===== src/rtl/lpm_pkg.sv =====
package lpm_pkg;
  typedef enum logic [2:0] {
    M_RUN  = 3'd0,
    M_IDLE = 3'd1,
    M_TGH  = 3'd2,
    M_STOP = 3'd3,
    M_WARM = 3'd4
  } lpm_mode_e;
endpackage


===== src/rtl/lpm_rst_sync.sv =====
module lpm_rst_sync (
  input  logic clk,
  input  logic rst_n,
  output logic rst_ns
);
  logic [1:0] sync_q;

  always_ff @(posedge clk or negedge rst_n) begin
    if (!rst_n) sync_q <= 2'b00;
    else        sync_q <= {sync_q[0], 1'b1};
  end

  assign rst_ns = sync_q[1];
endmodule


===== src/rtl/lpm_regs.sv =====
module lpm_regs
  import lpm_pkg::*;
(
  input  logic       clk,
  input  logic       rst_n,
  input  logic       wr_en,
  input  logic       addr,
  input  logic [7:0] wdata,
  input  lpm_mode_e  mode,
  input  logic       release_go,
  output logic [7:0] rdata,
  output logic       req_stop,
  output logic       req_idle,
  output logic       req_tgh,
  output logic       rel_lvl,
  output logic       ret_slow,
  output logic       port_keep,
  output logic [1:0] wu_sel,
  output logic       fast_en,
  output logic       slow_en,
  output logic       clk_slow,
  output logic       rst_req
);
  logic       running;
  logic       wr_mode, wr_clk, illegal;
  logic       rel_lvl_d, ret_slow_d, port_keep_d;
  logic [1:0] wu_sel_d;
  logic       fast_en_d, slow_en_d, clk_slow_d;
  logic [3:0] wdata_unused;

  assign running = (mode == M_RUN);
  assign wr_mode = wr_en & ~addr & running;
  assign wr_clk  = wr_en &  addr & running;

  assign illegal = wr_clk & ((~wdata[7] & ~wdata[6]) |
                             (~wdata[7] & ~wdata[5]) |
                             (~wdata[6] &  wdata[5]));

  assign req_stop = wr_mode & wdata[7];
  assign req_idle = wr_clk & ~illegal & wdata[4];
  assign req_tgh  = wr_clk & ~illegal & wdata[2];
  assign wdata_unused = {wdata[3], wdata[1:0], 1'b0};

  always_comb begin
    rel_lvl_d   = rel_lvl;
    ret_slow_d  = ret_slow;
    port_keep_d = port_keep;
    wu_sel_d    = wu_sel;
    if (wr_mode) begin
      rel_lvl_d   = wdata[6];
      ret_slow_d  = wdata[5];
      port_keep_d = wdata[4];
      wu_sel_d    = wdata[3:2];
    end
  end

  always_comb begin
    fast_en_d  = fast_en;
    slow_en_d  = slow_en;
    clk_slow_d = clk_slow;
    if (release_go) begin
      fast_en_d  = ~ret_slow;
      slow_en_d  =  ret_slow;
      clk_slow_d =  ret_slow;
    end else if (wr_clk && !illegal) begin
      fast_en_d  = wdata[7];
      slow_en_d  = wdata[6];
      clk_slow_d = wdata[5];
    end
  end

  always_ff @(posedge clk or negedge rst_n) begin
    if (!rst_n) begin
      rel_lvl   <= 1'b0;
      ret_slow  <= 1'b0;
      port_keep <= 1'b0;
      wu_sel    <= 2'b00;
      fast_en   <= 1'b1;
      slow_en   <= 1'b0;
      clk_slow  <= 1'b0;
      rst_req   <= 1'b0;
    end else begin
      rel_lvl   <= rel_lvl_d;
      ret_slow  <= ret_slow_d;
      port_keep <= port_keep_d;
      wu_sel    <= wu_sel_d;
      fast_en   <= fast_en_d;
      slow_en   <= slow_en_d;
      clk_slow  <= clk_slow_d;
      rst_req   <= illegal;
    end
  end

  always_comb begin
    if (addr) begin
      rdata = {fast_en, slow_en, clk_slow, (mode == M_IDLE), 1'b0,
               (mode == M_TGH), 2'b00};
    end else begin
      rdata = {((mode == M_STOP) || (mode == M_WARM)), rel_lvl, ret_slow,
               port_keep, wu_sel, 2'b00};
    end
  end
endmodule


===== src/rtl/lpm_warmup.sv =====
module lpm_warmup #(
  parameter int FL = 16,
  parameter int FS = 14,
  parameter int SL = 13,
  parameter int SS = 6
) (
  input  logic       clk,
  input  logic       rst_n,
  input  logic       clr,
  input  logic       active,
  input  logic       slow_sel,
  input  logic [1:0] wu_sel,
  input  logic       fast_tick,
  input  logic       slow_tick,
  output logic       done
);
  localparam int MAXE = (FL > SL) ? FL : SL;
  localparam int CW   = MAXE + 2;

  logic [CW-1:0] cnt_q, cnt_d, len;
  logic          tick;

  always_comb begin
    case ({slow_sel, wu_sel})
      3'b000:  len = CW'(3) << FL;
      3'b001:  len = CW'(1) << FL;
      3'b010:  len = CW'(3) << FS;
      3'b011:  len = CW'(1) << FS;
      3'b100:  len = CW'(3) << SL;
      3'b101:  len = CW'(1) << SL;
      3'b110:  len = CW'(3) << SS;
      default: len = CW'(1) << SS;
    endcase
  end

  assign tick = slow_sel ? slow_tick : fast_tick;
  assign done = active & tick & (cnt_q == len - CW'(1));

  always_comb begin
    cnt_d = cnt_q;
    if (clr)                 cnt_d = '0;
    else if (active && tick) cnt_d = cnt_q + CW'(1);
  end

  always_ff @(posedge clk or negedge rst_n) begin
    if (!rst_n) cnt_q <= '0;
    else        cnt_q <= cnt_d;
  end
endmodule


===== src/rtl/lpm_fsm.sv =====
module lpm_fsm
  import lpm_pkg::*;
(
  input  logic      clk,
  input  logic      rst_n,
  input  logic      req_stop,
  input  logic      req_idle,
  input  logic      req_tgh,
  input  logic      rel_lvl,
  input  logic      wake_pin,
  input  logic      irq_pend,
  input  logic      warm_done,
  output lpm_mode_e mode,
  output logic      release_go
);
  lpm_mode_e mode_d;
  logic      wake_q, wake_hit;

  assign wake_hit = rel_lvl ? wake_pin : (wake_pin & ~wake_q);

  always_comb begin
    mode_d     = mode;
    release_go = 1'b0;
    case (mode)
      M_RUN: begin
        if (req_stop)      mode_d = M_STOP;
        else if (req_tgh)  mode_d = M_TGH;
        else if (req_idle) mode_d = M_IDLE;
      end
      M_IDLE, M_TGH: begin
        if (irq_pend) mode_d = M_RUN;
      end
      M_STOP: begin
        if (wake_hit) begin
          mode_d     = M_WARM;
          release_go = 1'b1;
        end
      end
      M_WARM: begin
        if (warm_done) mode_d = M_RUN;
      end
      default: mode_d = M_RUN;
    endcase
  end

  always_ff @(posedge clk or negedge rst_n) begin
    if (!rst_n) begin
      mode   <= M_RUN;
      wake_q <= 1'b0;
    end else begin
      mode   <= mode_d;
      wake_q <= wake_pin;
    end
  end
endmodule


===== src/rtl/lpm_ctrl.sv =====
module lpm_ctrl
  import lpm_pkg::*;
#(
  parameter int FL = 16,
  parameter int FS = 14,
  parameter int SL = 13,
  parameter int SS = 6
) (
  input  logic       clk,
  input  logic       rst_n,
  input  logic       wr_en,
  input  logic       addr,
  input  logic [7:0] wdata,
  output logic [7:0] rdata,
  input  logic       fast_tick,
  input  logic       slow_tick,
  input  logic       wake_pin,
  input  logic       irq_pend,
  output logic       osc_fast_en,
  output logic       osc_slow_en,
  output logic       clk_sel_slow,
  output logic       cpu_halt,
  output logic       periph_halt,
  output logic       tbase_halt,
  output logic       port_hiz,
  output logic       wake_pad_hiz,
  output logic       rst_req
);
  logic       rst_ns;
  lpm_mode_e  mode;
  logic       release_go, warm_done;
  logic       req_stop, req_idle, req_tgh;
  logic       rel_lvl, ret_slow, port_keep;
  logic [1:0] wu_sel;
  logic       fast_en, slow_en, clk_slow;
  logic       stopped, osc_off;

  lpm_rst_sync u_rst (
    .clk    (clk),
    .rst_n  (rst_n),
    .rst_ns (rst_ns)
  );

  lpm_regs u_regs (
    .clk        (clk),
    .rst_n      (rst_ns),
    .wr_en      (wr_en),
    .addr       (addr),
    .wdata      (wdata),
    .mode       (mode),
    .release_go (release_go),
    .rdata      (rdata),
    .req_stop   (req_stop),
    .req_idle   (req_idle),
    .req_tgh    (req_tgh),
    .rel_lvl    (rel_lvl),
    .ret_slow   (ret_slow),
    .port_keep  (port_keep),
    .wu_sel     (wu_sel),
    .fast_en    (fast_en),
    .slow_en    (slow_en),
    .clk_slow   (clk_slow),
    .rst_req    (rst_req)
  );

  lpm_fsm u_fsm (
    .clk        (clk),
    .rst_n      (rst_ns),
    .req_stop   (req_stop),
    .req_idle   (req_idle),
    .req_tgh    (req_tgh),
    .rel_lvl    (rel_lvl),
    .wake_pin   (wake_pin),
    .irq_pend   (irq_pend),
    .warm_done  (warm_done),
    .mode       (mode),
    .release_go (release_go)
  );

  lpm_warmup #(.FL(FL), .FS(FS), .SL(SL), .SS(SS)) u_warm (
    .clk       (clk),
    .rst_n     (rst_ns),
    .clr       (release_go),
    .active    (mode == M_WARM),
    .slow_sel  (ret_slow),
    .wu_sel    (wu_sel),
    .fast_tick (fast_tick),
    .slow_tick (slow_tick),
    .done      (warm_done)
  );

  assign stopped      = (mode == M_STOP) || (mode == M_WARM);
  assign osc_off      = (mode == M_STOP);
  assign osc_fast_en  = fast_en & ~osc_off;
  assign osc_slow_en  = slow_en & ~osc_off;
  assign clk_sel_slow = clk_slow;
  assign cpu_halt     = (mode != M_RUN);
  assign periph_halt  = stopped || (mode == M_TGH);
  assign tbase_halt   = stopped;
  assign port_hiz     = stopped & ~port_keep;
  assign wake_pad_hiz = stopped;
endmodule


===== config.mk =====
export PLATFORM = sky130hd
export DESIGN_NAME = lpm_ctrl
export DESIGN_NICKNAME = d
export VERILOG_FILES = /design/src/rtl/lpm_pkg.sv /design/src/rtl/lpm_rst_sync.sv /design/src/rtl/lpm_regs.sv /design/src/rtl/lpm_warmup.sv /design/src/rtl/lpm_fsm.sv /design/src/rtl/lpm_ctrl.sv
export SDC_FILE = /design/constraint.sdc
export NUM_CORES = 1
export LEC_CHECK = 0
export BUFFER_PORTS_ARGS = -buffer_cell sky130_fd_sc_hd__buf_2
export CORE_ASPECT_RATIO = 0.8
export CORE_MARGIN = 5
export CORE_UTILIZATION = 40
export CTS_CLUSTER_DIAMETER = 60
export CTS_CLUSTER_SIZE = 12
export DETAILED_ROUTE_END_ITERATION = 8
export PLACE_DENSITY = 0.66
export SYNTH_ARGS = -nofsm -noshare
export SYNTH_HDL_FRONTEND = slang
export SYNTH_SLANG_ARGS = --single-unit

===== constraint.sdc =====
create_clock -name clk -period 1.75 [get_ports clk]
set_input_delay 0.2625 -clock clk [delete_from_list [all_inputs] [get_ports clk]]
set_output_delay 0.2625 -clock clk [all_outputs]
set_load 0.05 [all_outputs]

After elaboration in Yosys (flattened, before gate mapping)

Index checks and enable logic that the tools add are counted.
Widths: inputs -> output; s select.

Equality and inequality tests: 15
Bitwise logic cells: 29
Muxes and demuxes: 21
Reductions and logical operators: 12
$add $sub $neg: 2

Operators with widths:

| kind                  | number |
|---|---|
| $pmux 18 s7           | 1 |
| $mux 18               | 2 |
| $add 18x1->18 const B | 1 |
| $and 1x1->1           | 18 |
| $eq 18x18->1          | 1 |
| $mux 3                | 6 |
| $sub 18x1->18 const B | 1 |
| $eq 3x2->1 const B    | 4 |
| $eq 3x3->1 const B    | 4 |
| $pmux 3 s4            | 1 |
| $mux 1                | 10 |
| $not 1->1             | 9 |
| $mux 8                | 1 |
| $eq 3x1->1 const B    | 2 |
| $logic_not 3->1       | 2 |
| $ne 2x2->1 const B    | 2 |
| $ne 4x4->1 const B    | 1 |
| $reduce_and 4->1      | 1 |
| $reduce_bool 2->1     | 2 |
| $reduce_bool 3->1     | 1 |
| $logic_and 1x1->1     | 2 |
| $logic_or 1x1->1      | 2 |
| $ne 2x1->1 const B    | 1 |
| $or 1x1->1            | 2 |
| 2 further kinds       | 2 |

Register bits: 33
Word-level logic and storage cells: 91

Longest topological paths before layout

Depth in word-level cells: 12
Gate-level depth with buffers: 8
Depth with buffers taken out: 7

Hierarchy

A second synthesis with hierarchy kept.

Cell total of the unflattened synthesis: 215
Area total of the unflattened synthesis: 2103.3 um2

Modules (own cells, without submodules):

| module       | cells an instance | sequential area each (um2) | area each (um2) | instances |
|---|---|---|---|---|
| lpm_warmup   | 123               | 450.4                      | 1132.3          | 1 |
| lpm_regs     | 52                | 226.5                      | 596.8           | 1 |
| lpm_fsm      | 26                | 100.1                      | 250.2           | 1 |
| lpm_ctrl     | 11                | 0.0                        | 70.1            | 1 |
| lpm_rst_sync | 3                 | 50.0                       | 53.8            | 1 |

Least setup slack after synthesis

Ideal clock, no wire load.

Path type: input to output
From: input addr
To: output rdata[2]
Stages on the path: 3
Slack: -0.347 ns
Arrival: 1.835 ns
Path buffers: 1
Cell sequence: buf_1 nand2_1 o32ai_1

Longest elaborated chain between the ends: 1

Ends and longest elaborated chain:

| what               | RTL line       | RTL |
|---|---|---|
| start: declaration | lpm_ctrl.sv:12 | `input logic addr,` |
| $mux 8             | lpm_regs.sv:95 | `if (addr) begin` |
| end: declaration   | lpm_ctrl.sv:14 | `output logic [7:0] rdata,` |

No other way between the ends.

Worst setup path in the final report

From: register u_fsm.mode[1]
To: output rdata[7]

Longest elaborated chain between the ends: 3

Ends and longest elaborated chain:

| what                                     | RTL line       | RTL |
|---|---|---|
| start: declaration                       | lpm_fsm.sv:13  | `output lpm_mode_e mode,` |
| start signal: assignment                 | lpm_fsm.sv:51  | `mode <= mode_d;` |
| $eq 3x2->1 or $eq 3x3->1 (tied branches) | lpm_regs.sv:99 | `rdata = {((mode == M_STOP) \|\| (mode == M_WARM)), rel_lvl, ret_slow,` |
| $logic_or 1x1->1 (*)                     | lpm_regs.sv:99 |  |
| $mux 8 (*)                               | lpm_regs.sv:95 |  |

Every way passes the cells marked *; elsewhere a longest branch is shown, timed or not.

==> out/summary.log <==
qor: outcome.status finished with violations
qor: outcome.violations_in_the_final_reports negative setup slack
qor: setup_path.critical_path.startpoint_type flip-flop
qor: synthesis.synth_enable_flop_cells 0
qor: timing.maxSlewHeadroom 0.684
qor: timing.fin_skew 0.00410 ns
qor: synthesis.async_flop_share 1.00
qor: setup_path.worstSetupPathType reg -> out
qor: timing.period_share 1.05
qor: setup_path.cp.required 1.49 ns
qor: final_layout.antenna_cells 0
qor: setup_path.timing.critical_path.fanout_max 3
qor: final_layout.nets 285
qor: synthesis.syn_avg_cell_area 9.37 um2
qor: die.die_area 0.00627 mm2
qor: die.core 0.00460 mm2
qor: routing.firstDrtPassIters 4
qor: timing.finalSetupViolCount 8
qor: clocking.cts.sinks 33
qor: final_layout.post_layout_nonfiller_instances 328
qor: worst_hold_path.classification_of_the_worst_slack_hold_path in -> reg
qor: routing.drt-initial-drc-count 74
qor: die.die_width 87.3 um
qor: setup_path.critical_path_cell_by_cell or3b_4 -> buf_6 -> nand2_4 -> mux2_4 -> buf_8
qor: synthesis.postSynth.topFlopCell dfrtp_1
qor: place.placed_instance_count 314
qor: final_layout.final_design_area_no_fill 0.00264 mm2
qor: synthesis.yosysSeqAreaShare 0.433
qor: power.fin_total_pwr 4.02 mW
qor: synthesis.synth_largest_area_cell dfrtp_1
qor: power.power.leakage 1.24 nW
qor: synthesis.synth_cell_type_count 46
qor: timing.finalHoldViolCount 0
qor: timing.fmaxAchievable 544 MHz
qor: timing.timing.final.max_slew_violations 0
qor: global_routing.grt_first_pass_wirelength 7280 um
qor: die.io_pins 33
qor: place.place_hpwl 3210 um
qor: final_layout.multiInputGateArea 0.00111 mm2
qor: place.place.port_buffers 28
qor: synthesis.synth_top_cells_by_area dfrtp_1, mux2_2, nor2_1
qor: clocking.htreeDepth 2
qor: synthesis.post_synthesis_instance_area 0.00191 mm2
qor: routing.viasPerCell 5.15
qor: setup_path.arrival 1.58 ns
qor: routing.postRouteAntennaNets 0
qor: final_layout.most_frequent_cells_in_the_layout buf_4, dfrtp_1, nor2_1, buf_2, nand2_1
qor: global_routing.number_of_global_route_vias_before_repair 1593
qor: setup_path.critical_path.max_stage_delay 0.42 ns
qor: die.floorplan.initialDensity 0.416
qor: synthesis.ys_seq_elements 33
qor: final_layout.finalCoreUtilization 0.573
qor: die.rows 22
qor: clocking.cts.path.max_buffers 2
qor: place.placement.cell_area 0.00232 mm2
qor: die.chipHeight 71.8 um
qor: final_layout.final_layout_size_suffix_gt1_frac 0.403
qor: routing.routed-via-count 1689
qor: clocking.cts_tree built
qor: global_routing.grt_antenna_before_repair 0
qor: timing.unrepaired_setup_endpoints_after_global_routing true
qor: routing.drc 0
qor: clocking.cts_made_buffers 5
qor: setup_path.worstSetupEndpointType primary output
qor: synthesis.fraction_of_post_synthesis_cell_area_in_the_top_cell_type_by_area 0.419
qor: timing.final.min_clock_period 1.84 ns
qor: final_layout.area_delta_synth_final 37.9%
qor: global_routing.grt_start_max_net_pins 32
qor: synthesis.post_synth_inst_count 204
qor: routing.drt-wirelength-per-cell 13.8 um
qor: routing.wl 4520 um
qor: final_layout.leading_cell_type_in_the_layout_fill_and_taps_excluded buf_4
qor: clocking.ctsRootBufferMaster clkbuf_8
qor: power.cellPowerDensity 1530 mW/mm2
qor: setup_path.critical-path-slowest-cell or3b_4
qor: clocking.clock_pin_slew_on_the_worst_setup_and_hold_paths 0.07 ns
qor: timing.max_slew.worst_pin.slew 0.460 ns
qor: global_routing.groute.usage.overall 0.146
qor: global_routing.overflow 0
qor: power.worst_ir_drop_vdd 1.22 mV
qor: final_layout.layout.area.seq 828 um2
qor: place.finalWeightedCongestion 0.826
qor: clocking.insertion_delay 0.29 ns
qor: synthesis.synth-warning-count 0
qor: final_layout.fillers 405
qor: timing.layout_setup_ws -0.0888 ns
qor: run.max_cap_violations 0
==> cells by family after synthesis <==
family          after synthesis  share of synthesized area
compound gates               26                     0.0903
fa+ha+maj                     2                     0.0131
other cells                   2                    0.00393
xor+xnor                     19                     0.0870
flops                        33                      0.433
mux                          14                     0.0805
buf+inv                      17                     0.0478
simple gates                 91                      0.245
==> synthesized netlist by cell type (2+ instances only) <==
cell      count
and3_1        4
dfrtp_1      32
xnor2_1      13
and2_1        2
nand2_1      15
buf_6         2
nor4_1        5
nor3b_1       3
a21oi_1       5
o22ai_1       2
clkbuf_1      4
mux2_2       11
nand2b_1      3
a211oi_1      2
o21ai_0       8
mux2i_1       3
ha_1          2
nor2_1       31
nor3_1        4
a41o_1        2
inv_1         6
nand4_1       5
nand3_1       9
buf_4         3
xor2_1        6
conb_1        2
==> critical path: cells and delay by family, from the launching register on <==
kind | cells | cell delay (ns)
DFF | 1 | 0.40
and+or+nand+nor | 2 | 0.47
muxes | 1 | 0.15
buffers and inverters | 2 | 0.27
==> where the power goes <==
group          total, mW  internal, mW  switching (mW)
sequential          1.13         0.955           0.175
combinational       2.14         0.890            1.25
clock              0.752         0.464           0.288
==> per-stage QoR <==
| step | worst slack [ns] | hold WS (ns) | setup TNS [ns] |
|---|---|---|---|
| floorplan | -0.0498 | -0.0331 | -0.0540 |
| global placement | 0.0315 | 0.0487 | 0 |
| detailed placement | 0.0212 | 0.0497 | 0 |
| CTS | -0.101 | 0.103 | -0.484 |
| global route | -0.154 | 0.109 | -1.62 |
| finish | -0.0888 | 0.113 | -0.440 |
==> sequential cells by signal, indices dropped and copies added (netlist names) <==
register          cells
u_fsm.wake_q          1
u_warm.cnt_q         18
u_regs.wu_sel         2
u_fsm.mode            3
u_regs.rel_lvl        1
u_regs.port_keep      1
u_regs.ret_slow       1
u_regs.slow_en        1
u_rst.sync_q          2
u_regs.fast_en        1
u_regs.rst_req        1
u_regs.clk_slow       1
==> worst paths after layout <==
path,start,to,slack (ns),cells past startpoint
setup / recovery,u_fsm.mode[1],rdata[7],-0.09,5
hold / removal,wake_pin,u_fsm.wake_q,0.11,1
setup reg to reg,u_fsm.mode[1],u_warm.cnt_q[15],-0.06,7
hold reg to reg,u_rst.sync_q[1],u_warm.cnt_q[9],0.26,1
max in group asynchronous,u_rst.sync_q[1],u_regs.fast_en,1.18,1
min in group asynchronous,u_rst.sync_q[1],u_warm.cnt_q[9],0.26,1
==> routing by layer <==
layer  vias to the layer above  GRT usage  wire, um
met5                         -          0         0
met4                         0     0.0579        67
met1                       804      0.214      2260
met3                        10     0.0310       150
li1                        842          -         -
met2                        33      0.207      2030
==> repair_timing <==
| action | CTS | global route |
|---|---|---|
| endpoints found under the setup margin | 7 | 31 |
| pin swaps | 3 | 0 |
| hold endpoints to repair | 2 | 0 |
| setup buffers | 2 | 3 |
| resized for setup | 16 | 23 |
| hold buffers | 1 | 0 |
==> layout make-up <==
cell class	instances	area share
tap	60	0.0285
sequential	33	0.314
clock buffer	7	0.0327
timing repair buffer	66	0.182
multi-input combinational	155	0.423
clock inverter	1	0.0114
inverter	6	0.00854
(Power assumes the default switching activity.)
